File: config.mk
export PLATFORM = sky130hd
export DESIGN_NAME = rxc_csum_check
export DESIGN_NICKNAME = d
export VERILOG_FILES = /design/src/rtl/rxc_pkg.sv /design/src/rtl/rxc_ocsum.sv /design/src/rtl/rxc_l2_parse.sv /design/src/rtl/rxc_ip_walk.sv /design/src/rtl/rxc_csum_check.sv
export SDC_FILE = /design/constraint.sdc
export NUM_CORES = 1
export LEC_CHECK = 0
export ABC_AREA = 1
export BUFFER_PORTS_ARGS = -buffer_cell sky130_fd_sc_hd__buf_2
export CORE_MARGIN = 2
export CORE_UTILIZATION = 35
export CTS_BUF_LIST = sky130_fd_sc_hd__clkbuf_16
export CTS_CLUSTER_DIAMETER = 120
export CTS_CLUSTER_SIZE = 12
export DETAILED_ROUTE_END_ITERATION = 8
export HOLD_SLACK_MARGIN = 0.12
export PLACE_DENSITY = 0.61
export SYNTH_ARGS = -nofsm -noshare
export SYNTH_HDL_FRONTEND = slang
export SYNTH_SLANG_ARGS = --single-unit
File: constraint.sdc
create_clock -name clk -period 5.6 [get_ports clk]
set_input_delay 0 -clock clk [delete_from_list [all_inputs] [get_ports clk]]
set_output_delay 0 -clock clk [all_outputs]
set_load 0.05 [all_outputs]
File: src/rtl/rxc_pkg.sv
// Shared constants, state encodings and one's-complement helper for the
// receive checksum checker.
package rxc_pkg;
    localparam logic [15:0] ETH_VLAN    = 16'h8100;
    localparam logic [15:0] ETH_IPV4    = 16'h0800;
    localparam logic [15:0] ETH_MINTYPE = 16'h0600;
    localparam logic [7:0]  PROTO_TCP   = 8'd6;
    localparam logic [7:0]  PROTO_UDP   = 8'd17;

    typedef enum logic [2:0] {
        L2_MAC, L2_TYPE_HI, L2_TYPE_LO, L2_TAG_HI,
        L2_TAG_LO, L2_LLC, L2_IP, L2_SKIP
    } l2_state_e;

    typedef enum logic [1:0] {
        KIND_NONE  = 2'b00,
        KIND_IPHDR = 2'b01,
        KIND_TCP   = 2'b10,
        KIND_UDP   = 2'b11
    } kind_e;

    // 16-bit one's-complement add with the carry folded back in.
    function automatic logic [15:0] oc_add(input logic [15:0] a, input logic [15:0] b);
        logic [16:0] s;
        s = {1'b0, a} + {1'b0, b};
        return s[15:0] + {15'd0, s[16]};
    endfunction

    // Expected LLC/SNAP header byte at position i (0..5).
    function automatic logic [7:0] snap_byte(input logic [2:0] i);
        if (i < 3'd2)       return 8'hAA;
        else if (i == 3'd2) return 8'h03;
        else                return 8'h00;
    endfunction
endpackage

File: src/rtl/rxc_ocsum.sv
// One's-complement accumulator.
// Assumes: clr and add are never both high (the first byte of a frame never
// carries a word). The sum is held until the next clr.
module rxc_ocsum #(
    parameter int W = 16
) (
    input  logic         clk,
    input  logic         rst_n,
    input  logic         clr,
    input  logic         add,
    input  logic [W-1:0] word,
    output logic [W-1:0] sum
);
    logic [W:0] raw;
    assign raw = {1'b0, sum} + {1'b0, word};

    // Accumulate one word per cycle with the end-around carry.
    always_ff @(posedge clk) begin
        if (!rst_n || clr) sum <= '0;
        else if (add)      sum <= raw[W-1:0] + {{(W-1){1'b0}}, raw[W]};
    end


    nonzero_sum_chk: assert property (@(posedge clk) disable iff (!rst_n)
        (add && !clr && word != '0) |=> (sum != '0));
endmodule

File: src/rtl/rxc_l2_parse.sv
// MAC-header parser.
// Walks the destination/source addresses, at most one VLAN tag and an
// optional LLC/SNAP header, then flags every later byte as IPv4 when the type
// reaches 0x0800. Any other path parks in a skip state until the next start.
// Assumes: byte_sof comes with byte_vld on byte 0 of each frame.
module rxc_l2_parse (
    input  logic       clk,
    input  logic       rst_n,
    input  logic       byte_vld,
    input  logic       byte_sof,
    input  logic [7:0] byte_d,
    output logic       ip_byte,
    output logic       snap_seen
);
    import rxc_pkg::*;

    l2_state_e   state;
    logic [3:0]  cnt;
    logic [7:0]  type_hi;
    logic        vlan_seen;
    logic [15:0] etype;

    assign etype   = {type_hi, byte_d};
    assign ip_byte = byte_vld && !byte_sof && (state == L2_IP);

    // Advance the header walk by one byte.
    always_ff @(posedge clk) begin
        if (!rst_n) begin
            state     <= L2_SKIP;
            cnt       <= '0;
            type_hi   <= '0;
            vlan_seen <= 1'b0;
            snap_seen <= 1'b0;
        end else if (byte_vld && byte_sof) begin
            state     <= L2_MAC;
            cnt       <= 4'd1;
            vlan_seen <= 1'b0;
            snap_seen <= 1'b0;
        end else if (byte_vld) begin
            case (state)
                L2_MAC: begin
                    cnt <= cnt + 4'd1;
                    if (cnt == 4'd11) state <= L2_TYPE_HI;
                end
                L2_TYPE_HI: begin
                    type_hi <= byte_d;
                    state   <= L2_TYPE_LO;
                end
                L2_TYPE_LO: begin
                    if (etype == ETH_VLAN && !vlan_seen && !snap_seen) begin
                        state     <= L2_TAG_HI;
                        vlan_seen <= 1'b1;
                    end else if (etype == ETH_IPV4) begin
                        state <= L2_IP;
                    end else if (etype < ETH_MINTYPE && !snap_seen) begin
                        state <= L2_LLC;
                        cnt   <= '0;
                    end else begin
                        state <= L2_SKIP;
                    end
                end
                L2_TAG_HI: state <= byte_d[4] ? L2_SKIP : L2_TAG_LO;
                L2_TAG_LO: state <= L2_TYPE_HI;
                L2_LLC: begin
                    if (byte_d != snap_byte(cnt[2:0])) begin
                        state <= L2_SKIP;
                    end else begin
                        cnt <= cnt + 4'd1;
                        if (cnt == 4'd5) begin
                            snap_seen <= 1'b1;
                            state     <= L2_TYPE_HI;
                        end
                    end
                end
                default: ;
            endcase
        end
    end
endmodule

File: src/rtl/rxc_ip_walk.sv
// IPv4 and transport walker.
// Counts the bytes after the type field. It captures version/IHL, total
// length, fragment fields, protocol and the UDP checksum field. It feeds
// header words to one accumulator, and pseudo-header and segment words to a
// second one. Bytes past the IP total length are ignored.
// Assumes: ip_byte is high only for bytes after a 0x0800 type field.
module rxc_ip_walk #(
    parameter int LEN_W = 16
) (
    input  logic             clk,
    input  logic             rst_n,
    input  logic             frame_sof,
    input  logic             ip_byte,
    input  logic [7:0]       byte_d,
    output logic [15:0]      ip_sum,
    output logic [15:0]      l4_sum,
    output logic             ver_ok,
    output logic [LEN_W-1:0] hdr_len,
    output logic [LEN_W-1:0] tot_len,
    output logic             frag,
    output logic [7:0]       proto,
    output logic             udp_cs_zero,
    output logic             hdr_done,
    output logic             l4_done
);
    import rxc_pkg::*;

    logic [LEN_W-1:0] pos, l4_off;
    logic [3:0]       ver, ihl;
    logic [7:0]       hi;
    logic             mf, off_hi_nz, off_lo_nz, cs_hi_z, cs_lo_z;
    logic             in_hdr, in_l4, last_l4;
    logic             ip_add, l4_add;
    logic [15:0]      ip_word, l4_word;

    assign hdr_len     = LEN_W'({ihl, 2'b00});
    assign ver_ok      = (ver == 4'd4) && (ihl >= 4'd5);
    assign frag        = mf || off_hi_nz || off_lo_nz;
    assign udp_cs_zero = cs_hi_z && cs_lo_z;
    assign l4_off      = pos - hdr_len;
    assign in_hdr      = (pos == '0) || (pos < hdr_len);
    assign in_l4       = (pos >= hdr_len) && (pos < tot_len) && (pos >= LEN_W'(20));
    assign last_l4     = (pos == tot_len - LEN_W'(1));

    // Pick the word (if any) that each accumulator takes this byte.
    always_comb begin
        ip_add  = 1'b0;
        ip_word = '0;
        l4_add  = 1'b0;
        l4_word = '0;
        if (ip_byte) begin
            if (pos[0] && in_hdr) begin
                ip_add  = 1'b1;
                ip_word = {hi, byte_d};
            end
            if (pos == LEN_W'(9)) begin
                l4_add  = 1'b1;
                l4_word = {8'h00, byte_d};
            end else if (pos[0] && pos >= LEN_W'(12) && pos <= LEN_W'(19)) begin
                l4_add  = 1'b1;
                l4_word = {hi, byte_d};
            end else if (in_l4 && pos[0]) begin
                l4_add  = 1'b1;
                l4_word = {hi, byte_d};
            end else if (in_l4 && last_l4) begin
                l4_add  = 1'b1;
                l4_word = {byte_d, 8'h00};
            end
        end
    end

    // Track the position and capture header fields.
    always_ff @(posedge clk) begin
        if (!rst_n || frame_sof) begin
            pos       <= '0;
            ver       <= '0;
            ihl       <= '0;
            hi        <= '0;
            tot_len   <= '0;
            mf        <= 1'b0;
            off_hi_nz <= 1'b0;
            off_lo_nz <= 1'b0;
            proto     <= '0;
            cs_hi_z   <= 1'b0;
            cs_lo_z   <= 1'b0;
            hdr_done  <= 1'b0;
            l4_done   <= 1'b0;
        end else if (ip_byte) begin
            if (pos != '1) pos <= pos + LEN_W'(1);
            if (!pos[0]) hi <= byte_d;
            if (pos == LEN_W'(0)) begin
                ver <= byte_d[7:4];
                ihl <= byte_d[3:0];
            end
            if (pos == LEN_W'(2)) tot_len[LEN_W-1:8] <= byte_d[LEN_W-9:0];
            if (pos == LEN_W'(3)) tot_len[7:0] <= byte_d;
            if (pos == LEN_W'(6)) begin
                mf        <= byte_d[5];
                off_hi_nz <= (byte_d[4:0] != 5'd0);
            end
            if (pos == LEN_W'(7)) off_lo_nz <= (byte_d != 8'd0);
            if (pos == LEN_W'(9)) proto <= byte_d;
            if (pos != '0 && pos == hdr_len - LEN_W'(1)) hdr_done <= 1'b1;
            if (in_l4 && l4_off == LEN_W'(6)) cs_hi_z <= (byte_d == 8'd0);
            if (in_l4 && l4_off == LEN_W'(7)) cs_lo_z <= (byte_d == 8'd0);
            if (in_l4 && last_l4) l4_done <= 1'b1;
        end
    end

    rxc_ocsum #(.W(16)) u_ip_acc (
        .clk(clk), .rst_n(rst_n), .clr(frame_sof),
        .add(ip_add), .word(ip_word), .sum(ip_sum)
    );

    rxc_ocsum #(.W(16)) u_l4_acc (
        .clk(clk), .rst_n(rst_n), .clr(frame_sof),
        .add(l4_add), .word(l4_word), .sum(l4_sum)
    );


    hdr_len_ok_chk: assert property (@(posedge clk) disable iff (!rst_n)
        (hdr_done && ver_ok) |-> (pos >= LEN_W'(20)));
endmodule

File: src/rtl/rxc_csum_check.sv
// Receive checksum checker top.
// Latches the enable on each start byte and runs the L2 parser and the IP
// walker. One cycle after the end byte it folds the transport length into the
// segment sum and registers the verdict and the discard/count pulses.
// Assumes: frames do not overlap. A new start byte may follow the end byte at
// once.
module rxc_csum_check #(
    parameter int LEN_W = 16
) (
    input  logic       clk,
    input  logic       rst_n,
    input  logic       cfg_enable,
    input  logic       in_valid,
    input  logic       in_sof,
    input  logic       in_eof,
    input  logic [7:0] in_data,
    output logic       stat_valid,
    output logic       stat_ok,
    output logic       stat_bad,
    output logic [1:0] stat_kind,
    output logic       stat_snap,
    output logic       drop_pulse,
    output logic       cnt_inc_pulse
);
    import rxc_pkg::*;

    logic             frame_sof, frame_en, fin;
    logic             ip_byte, snap_seen;
    logic [15:0]      ip_sum, l4_sum, l4_final;
    logic             ver_ok, frag, udp_cs_zero, hdr_done, l4_done;
    logic [LEN_W-1:0] hdr_len, tot_len, l4_len;
    logic [7:0]       proto;
    logic             is_tcp, is_udp, hdr_elig, ip_good, l4_elig, l4_good, any_bad;
    kind_e            kind_n;

    assign frame_sof = in_valid && in_sof;

    rxc_l2_parse u_l2 (
        .clk(clk), .rst_n(rst_n), .byte_vld(in_valid), .byte_sof(in_sof),
        .byte_d(in_data), .ip_byte(ip_byte), .snap_seen(snap_seen)
    );

    rxc_ip_walk #(.LEN_W(LEN_W)) u_ip (
        .clk(clk), .rst_n(rst_n), .frame_sof(frame_sof), .ip_byte(ip_byte),
        .byte_d(in_data), .ip_sum(ip_sum), .l4_sum(l4_sum), .ver_ok(ver_ok),
        .hdr_len(hdr_len), .tot_len(tot_len), .frag(frag), .proto(proto),
        .udp_cs_zero(udp_cs_zero), .hdr_done(hdr_done), .l4_done(l4_done)
    );

    // Latch the enable on the start byte and mark the end byte.
    always_ff @(posedge clk) begin
        if (!rst_n) begin
            frame_en <= 1'b0;
            fin      <= 1'b0;
        end else begin
            if (frame_sof) frame_en <= cfg_enable;
            fin <= in_valid && in_eof;
        end
    end

    // Decide which checks ran and whether they passed.
    always_comb begin
        is_tcp   = (proto == PROTO_TCP);
        is_udp   = (proto == PROTO_UDP);
        l4_len   = tot_len - hdr_len;
        l4_final = oc_add(l4_sum, 16'(l4_len));
        hdr_elig = frame_en && ver_ok && hdr_done && (tot_len >= hdr_len);
        ip_good  = (ip_sum == 16'hFFFF);
        l4_elig  = hdr_elig && ip_good && !frag && (is_tcp || is_udp) &&
                   (tot_len > hdr_len) && l4_done && !(is_udp && udp_cs_zero);
        l4_good  = (l4_final == 16'hFFFF);
        any_bad  = hdr_elig && (!ip_good || (l4_elig && !l4_good));
        if (!hdr_elig)    kind_n = KIND_NONE;
        else if (!l4_elig) kind_n = KIND_IPHDR;
        else if (is_tcp)  kind_n = KIND_TCP;
        else              kind_n = KIND_UDP;
    end

    // Register the verdict and the pulses for one cycle.
    always_ff @(posedge clk) begin
        if (!rst_n) begin
            stat_valid    <= 1'b0;
            stat_ok       <= 1'b0;
            stat_bad      <= 1'b0;
            stat_kind     <= KIND_NONE;
            stat_snap     <= 1'b0;
            drop_pulse    <= 1'b0;
            cnt_inc_pulse <= 1'b0;
        end else begin
            stat_valid    <= fin;
            stat_ok       <= fin && (kind_n != KIND_NONE) && !any_bad;
            stat_bad      <= fin && any_bad;
            stat_kind     <= fin ? kind_n : KIND_NONE;
            stat_snap     <= fin && frame_en && snap_seen;
            drop_pulse    <= fin && any_bad;
            cnt_inc_pulse <= fin && any_bad;
        end
    end


    stat_latency_chk: assert property (@(posedge clk) disable iff (!rst_n)
        stat_valid |-> $past(in_valid && in_eof, 2));


    ok_bad_excl_chk: assert property (@(posedge clk) disable iff (!rst_n)
        !(stat_ok && stat_bad));


    drop_match_chk: assert property (@(posedge clk) disable iff (!rst_n)
        (drop_pulse || cnt_inc_pulse) |-> (stat_valid && stat_bad));


    disabled_quiet_chk: assert property (@(posedge clk) disable iff (!rst_n)
        (stat_valid && !$past(frame_en)) |-> (stat_kind == 2'b00 && !stat_snap && !stat_bad));
endmodule

; Yosys cells after proc, flatten, opt, wreduce, memory -nomap -nowiden
; Cells that the tools add are included.
[word_totals]
word_cells = 215
regBits = 120
in_bits = 14
out_inout_bits = 8
[op_classes]
add_sub_neg = 12
n_eq_ne = 37
mux = 40
n_bitwise = 4
n_reduce_logical = 82
order_cmp = 11
[ops]
columns = operator, n
row1 = $mux W16, 7
row2 = $eq A16 B3 Y1 const B, 4
row3 = $add A16 B16 Y17, 3
row4 = $add A16 B1 Y16, 3
row5 = $eq A16 B16 Y1 const B, 3
row6 = $mux W8, 5
row7 = $logic_and A1 B1 Y1, 36
row8 = $eq A16 B16 Y1, 2
row9 = $eq A16 B2 Y1 const B, 2
row10 = $ge A16 B6 Y1, 2
row11 = $sub A16 B6 Y16, 2
row12 = $reduce_and A2 Y1, 13
row13 = $mux W3, 7
row14 = $pmux W3 S6, 1
row15 = $add A16 B1 Y16 const B, 1
row16 = $eq A16 B12 Y1 const B, 1
row17 = $eq A16 B4 Y1 const B, 1
row18 = $ge A16 B4 Y1 const B, 1
row19 = $ge A16 B5 Y1 const B, 1
row20 = $gt A16 B6 Y1, 1
row21 = $le A16 B5 Y1 const B, 1
row22 = $logic_not A16 Y1, 1
row23 = $lt A16 B11 Y1 const B, 1
row24 = $lt A16 B16 Y1, 1
row25 = other kinds (40), 86

; Longest topological paths before layout
[logic_depth]
depth_word = 16
mapped_depth = 41
mapped_depth_nobuf = 41

; Cells and area by module
; From an unflattened synthesis, not the netlist that was laid out.
[unflattened]
cells_unflattened = 2084
hier_area_um2 = 12525.8
[modules_own_cells]
columns = module, n_inst, area_each_um2, cells_each, seq_area_each_um2
row1 = rxc_ip_walk, 1, 4804.6, 748, 1261.2
row2 = rxc_csum_check, 1, 2661.3, 465, 160.2
row3 = rxc_ocsum at u_ip.u_ip_acc, 1, 1979.4, 351, 320.3
row4 = rxc_ocsum at u_ip.u_l4_acc, 1, 1963.1, 352, 320.3
row5 = rxc_l2_parse, 1, 1117.3, 168, 340.3

; Least setup slack after synthesis
; Ideal clock, no wire load.
[synth_path]
path_type = register -> register
startpoint = reg u_ip.pos[2]
endpoint = reg u_ip.u_l4_acc.sum[13]
arrival_time_ns = 4.821
setup_slack_ns = 0.665
period_less_slack_ns = 4.935
t_required_ns = 5.486
stages_incl_launch_ff = 40
path_buffers = 0
path_cell_list = dfxtp_1 > inv_2 > ha_1 > fa_1 > nand3b_1 > nand3_1 > inv_1 > nand3_1 > inv_2 > nand2_1 > nand4_1 > nand2_1 > nand2_4 > nand2_1 > inv_1 > nor3_1 > ha_1 > inv_1 > [... 4 more ...] > nand2_1 > nand2_1 > nand2_1 > nand2_1 > a21oi_1 > o21bai_1 > ha_1 > nand2_1 > nor2_1 > nand3_1 > nor2_1 > nand3_1 > nor2_1 > nand4_1 > nor2_1 > nand2_1 > a21oi_1 > nor2_1
[synth_via]
elab_chain_cells = 11
word_cells_on_any_way = 25
[synth_lines]
columns = item, line
row1 = from (decl), rxc_ip_walk.sv:28  ; logic [LEN_W-1:0] pos, l4_off;
row2 = from (signal assigned), rxc_ip_walk.sv:89  ; if (pos != '1) pos <= pos + LEN_W'(1);
row3 = $ge A16 B6 Y1 / $lt A16 B16 Y1 (equally long branches), rxc_ip_walk.sv:42  ; assign in_l4 = (pos >= hdr_len) && (pos < tot_len) && (pos >= LEN_W'(20));
row4 = $logic_and A1 B1 Y1 (2 in series), rxc_ip_walk.sv:42
row5 = $logic_and A1 B1 Y1, rxc_ip_walk.sv:65  ; end else if (in_l4 && last_l4) begin
row6 = $mux W16, rxc_ip_walk.sv:65
row7 = $mux W16, rxc_ip_walk.sv:62  ; end else if (in_l4 && pos[0]) begin
row8 = $mux W16, rxc_ip_walk.sv:59  ; end else if (pos[0] && pos >= LEN_W'(12) && pos <= LEN_W'(19)) begin
row9 = $mux W16, rxc_ip_walk.sv:56  ; if (pos == LEN_W'(9)) begin
row10 = $mux W16, rxc_ip_walk.sv:51  ; if (ip_byte) begin
row11 = $add A16 B16 Y17, rxc_ocsum.sv:15  ; assign raw = {1'b0, sum} + {1'b0, word};
row12 = $add A16 B1 Y16, rxc_ocsum.sv:20  ; else if (add) sum <= raw[W-1:0] + {{(W-1){1'b0}}, raw[W]};
row13 = to (signal assigned), rxc_ocsum.sv:20
row14 = to (decl), rxc_ocsum.sv:12  ; output logic [W-1:0] sum
; Several ways; a longest one is shown, not always the timed one.
; A chain may end at the register's enable or synchronous reset.

; Worst setup path after layout
; Ends and elaborated chain as after synthesis.

==> impl_metrics.tcl <==
set metrics [dict create \
    status "finished, final reports clean" \
    die_h_um 181 \
    setup.worst_path.start_class "flop" \
    final_cells 2210 \
    vias_per_cell 5.05 \
    cts.sinks 120 \
    track_usage_pct 20.2 \
    cap_violations 0 \
    routed_wl_mm 33.2 \
    final_area_mm2 0.0123 \
    cp_max_fo 8 \
    ys.flop_type "dfxtp_1" \
    cts_buffers 17 \
    synth-async-reset-ratio_pct 0 \
    synth_area_mm2 0.0109 \
    vias 11200 \
    finalPower_mw 2.14 \
    ys_seq_area_share_pct 22.0 \
    critPathRequiredTime_ps 5920 \
    r2r_cells 39 \
    firstDrtPassIters 6 \
    ys_types 57 \
    cpPeakStageDelay_ps 410 \
    holdPathStages 3 \
    cts.clk_slew.worst_paths_ps 60 \
    cp-end-kind "flop" \
    nets 1909 \
    final_core_util_pct 40.1 \
    hold_path_class "in -> reg" \
    irDropWorstVdd_mv 0.187 \
    leakage_nw 5.78 \
    core-area_mm2 0.0307 \
    row_count 64 \
    initial_core_util_pct 35.6 \
    dpl_worst_slack_ps 176 \
    diodes 0 \
    tightest_slew_ps 954 \
    fmax_mhz 191 \
    die_area_mm2 0.0326 \
    grt_pass1_vias 10300 \
    setup_viol 0 \
    crit_type "reg -> reg" \
    insertion_delay_ps 430 \
    grt_pass1_wl_mm 53.3 \
    final_antenna_net_count 0 \
    wl_per_cell_um 15.0 \
    r2r_slack_ps 370 \
    grt_max_degree 72 \
    holdPathEnd "u_l2.state[0]$_SDFFE_PN1P_" \
    placed_cells 2155 \
    yosysWarnings 0 \
    layout_common_cells "nand2_1 (405), inv_1 (247), nor2_1 (221)" \
    drt_iter0_drc 901 \
    crit_top_cell "nand2_1" \
    root_buffer "clkbuf_16" \
    slew_violations 0 \
    cts_max_level 4 \
    place_congestion 0.906 \
    drc 0 \
    grt.overflow.total 0 \
    period_minus_slack_ps 5230 \
    synth_nets 1862 \
    synthCells 1754 \
    hold_viol_final 0 \
    cts_tree "yes" \
    fin_skew_ps 8.52 \
    layout_setup_ws_ps 371 \
    ioPinCount 22 \
    portBuffers 21 \
    arrival_ps 5550 \
    r2r_end "u_ip.u_l4_acc.sum[13]$_SDFFE_PP0P_" \
    clockBufferDepth 2 \
    hpwlAfterDp_mm 25.9 \
    rsz0062_at_grt "false" \
    dpl-instance-area_mm2 0.0115 \
    layout_commonest_cell "nand2_1" \
    finalCritPeriodShare_pct 93.4 \
    drive_gt1_share_pct 8.54 \
    ys_ff_latch 120 \
    reg2reg_from "u_ip.pos[2]$_SDFFE_PP0P_" \
    antenna_found_initial 0 \
    max_slew_margin_pct 35.8 \
    synth_edf_count 0 \
    die_x_um 181 \
    p_per_area_mw_per_mm2 174 \
    hold_slack_ps 439 \
    hp-start "rst_n" \
    postSynthAreaPerCell_um2 6.23 \
    cp_slowest_cell "fa_1" \
    syn_to_final_growth_pct 12.6 \
    finalSetupTns_ps 0 \
]
==> layer usage <==
| layer | GRT usage (%) | wire, um | up-vias |
|---|---|---|---|
| met1 | 26.9 | 15900 | 5077 |
| met2 | 33.6 | 15400 | 226 |
| met4 | 5.45 | 625 | 0 |
| met5 | 0 | 0 | - |
| li1 | - | - | 5818 |
| met3 | 3.15 | 1340 | 42 |
==> final cells by class <==
class	count	area (um^2)
fillers	3269	18400
multi-input cells	1339	7410
flip-flops and latches	120	2400
inverters	261	985
well taps	396	495
repair buffers	62	458
clock buffers	17	425
clock inverters	15	126
==> timing repair <==
action,4_1_cts,5_1_grt
setup buffers,0,5
hold endpoints to repair,46,0
setup endpoints to repair,0,16
gates resized for setup,0,14
hold buffers,18,0
==> synthesized netlist by cell type, types with 4 or more instances <==
cell type | count | area, um^2
a211oi_1 | 15 | 113
a21o_1 | 4 | 30.0
a21oi_1 | 122 | 611
a31oi_1 | 5 | 31.3
and2_1 | 5 | 31.3
buf_2 | 8 | 40.0
buf_4 | 4 | 30.0
clkbuf_1 | 18 | 67.6
dfxtp_1 | 120 | 2400
fa_1 | 5 | 100
ha_1 | 89 | 1110
inv_1 | 247 | 927
inv_2 | 11 | 41.3
nand2_1 | 407 | 1530
nand2_2 | 6 | 37.5
nand3_1 | 123 | 616
nand3_2 | 5 | 50.1
nand3b_1 | 9 | 67.6
nand4_1 | 39 | 244
nor2_1 | 225 | 845
nor2_2 | 15 | 93.8
nor2_4 | 5 | 56.3
nor3_1 | 37 | 185
nor3_2 | 4 | 40.0
nor4_1 | 7 | 43.8
o211ai_1 | 4 | 30.0
o21a_1 | 9 | 67.6
o21ai_0 | 88 | 440
o21ai_1 | 15 | 75.1
o21ai_2 | 4 | 35.0
o21bai_1 | 9 | 67.6
xnor2_1 | 10 | 87.6
xor2_1 | 46 | 403
==> cells by family (layout without fill, tap and decap cells) <==
group | count (synthesis) | in the layout | share of synthesized area [%]
compound gates | 283 | 283 | 14.4
xor+xnor | 60 | 60 | 5.14
fa+ha+maj | 94 | 94 | 11.1
buf+inv | 295 | 355 | 10.6
flops | 120 | 120 | 22.0
simple gates | 902 | 902 | 36.7
==> registers in the layout (all words and copies together) (netlist names), 4 cells and up <==
signal and count:
u_ip.hi 8, u_ip.ihl 4, u_ip.pos 16, u_ip.proto 8
u_ip.tot_len 16, u_ip.u_ip_acc.sum 16, u_ip.u_l4_acc.sum 16, u_ip.ver 4
u_l2.cnt 4, u_l2.type_hi 8
==> worst max-delay path: cells and delay by family, from the launching register on <==
family	cells	cell delay [ps]
simple gates	25	2560
fa+ha+maj	5	1440
compound gates	3	400
buf+inv	6	390
flops	1	340
==> worst max-delay path by stage <==
stage | endpoint | cells past startpoint | from | slack (ps)
after floorplan | u_ip.u_l4_acc.sum[13]$_SDFFE_PP0P_ | 39 | u_ip.pos[2]$_SDFFE_PP0P_ | 660
after global placement | u_ip.u_l4_acc.sum[13]$_SDFFE_PP0P_ | 39 | u_ip.pos[2]$_SDFFE_PP0P_ | 380
after detailed placement | u_ip.u_l4_acc.sum[13]$_SDFFE_PP0P_ | 39 | u_ip.pos[2]$_SDFFE_PP0P_ | 180
after CTS | u_ip.u_l4_acc.sum[13]$_SDFFE_PP0P_ | 39 | u_ip.pos[2]$_SDFFE_PP0P_ | 170
after global routing | u_ip.u_l4_acc.sum[11]$_SDFFE_PP0P_ | 41 | u_ip.pos[2]$_SDFFE_PP0P_ | 6
final | u_ip.u_l4_acc.sum[13]$_SDFFE_PP0P_ | 39 | u_ip.pos[2]$_SDFFE_PP0P_ | 370
==> report_power, final <==
group	switching (mW)	internal, mW
sequential	0.00855	0.864
clock	0.450	0.609
combinational	0.139	0.0671
total	0.597	1.54
(Power assumes the default switching activity.)
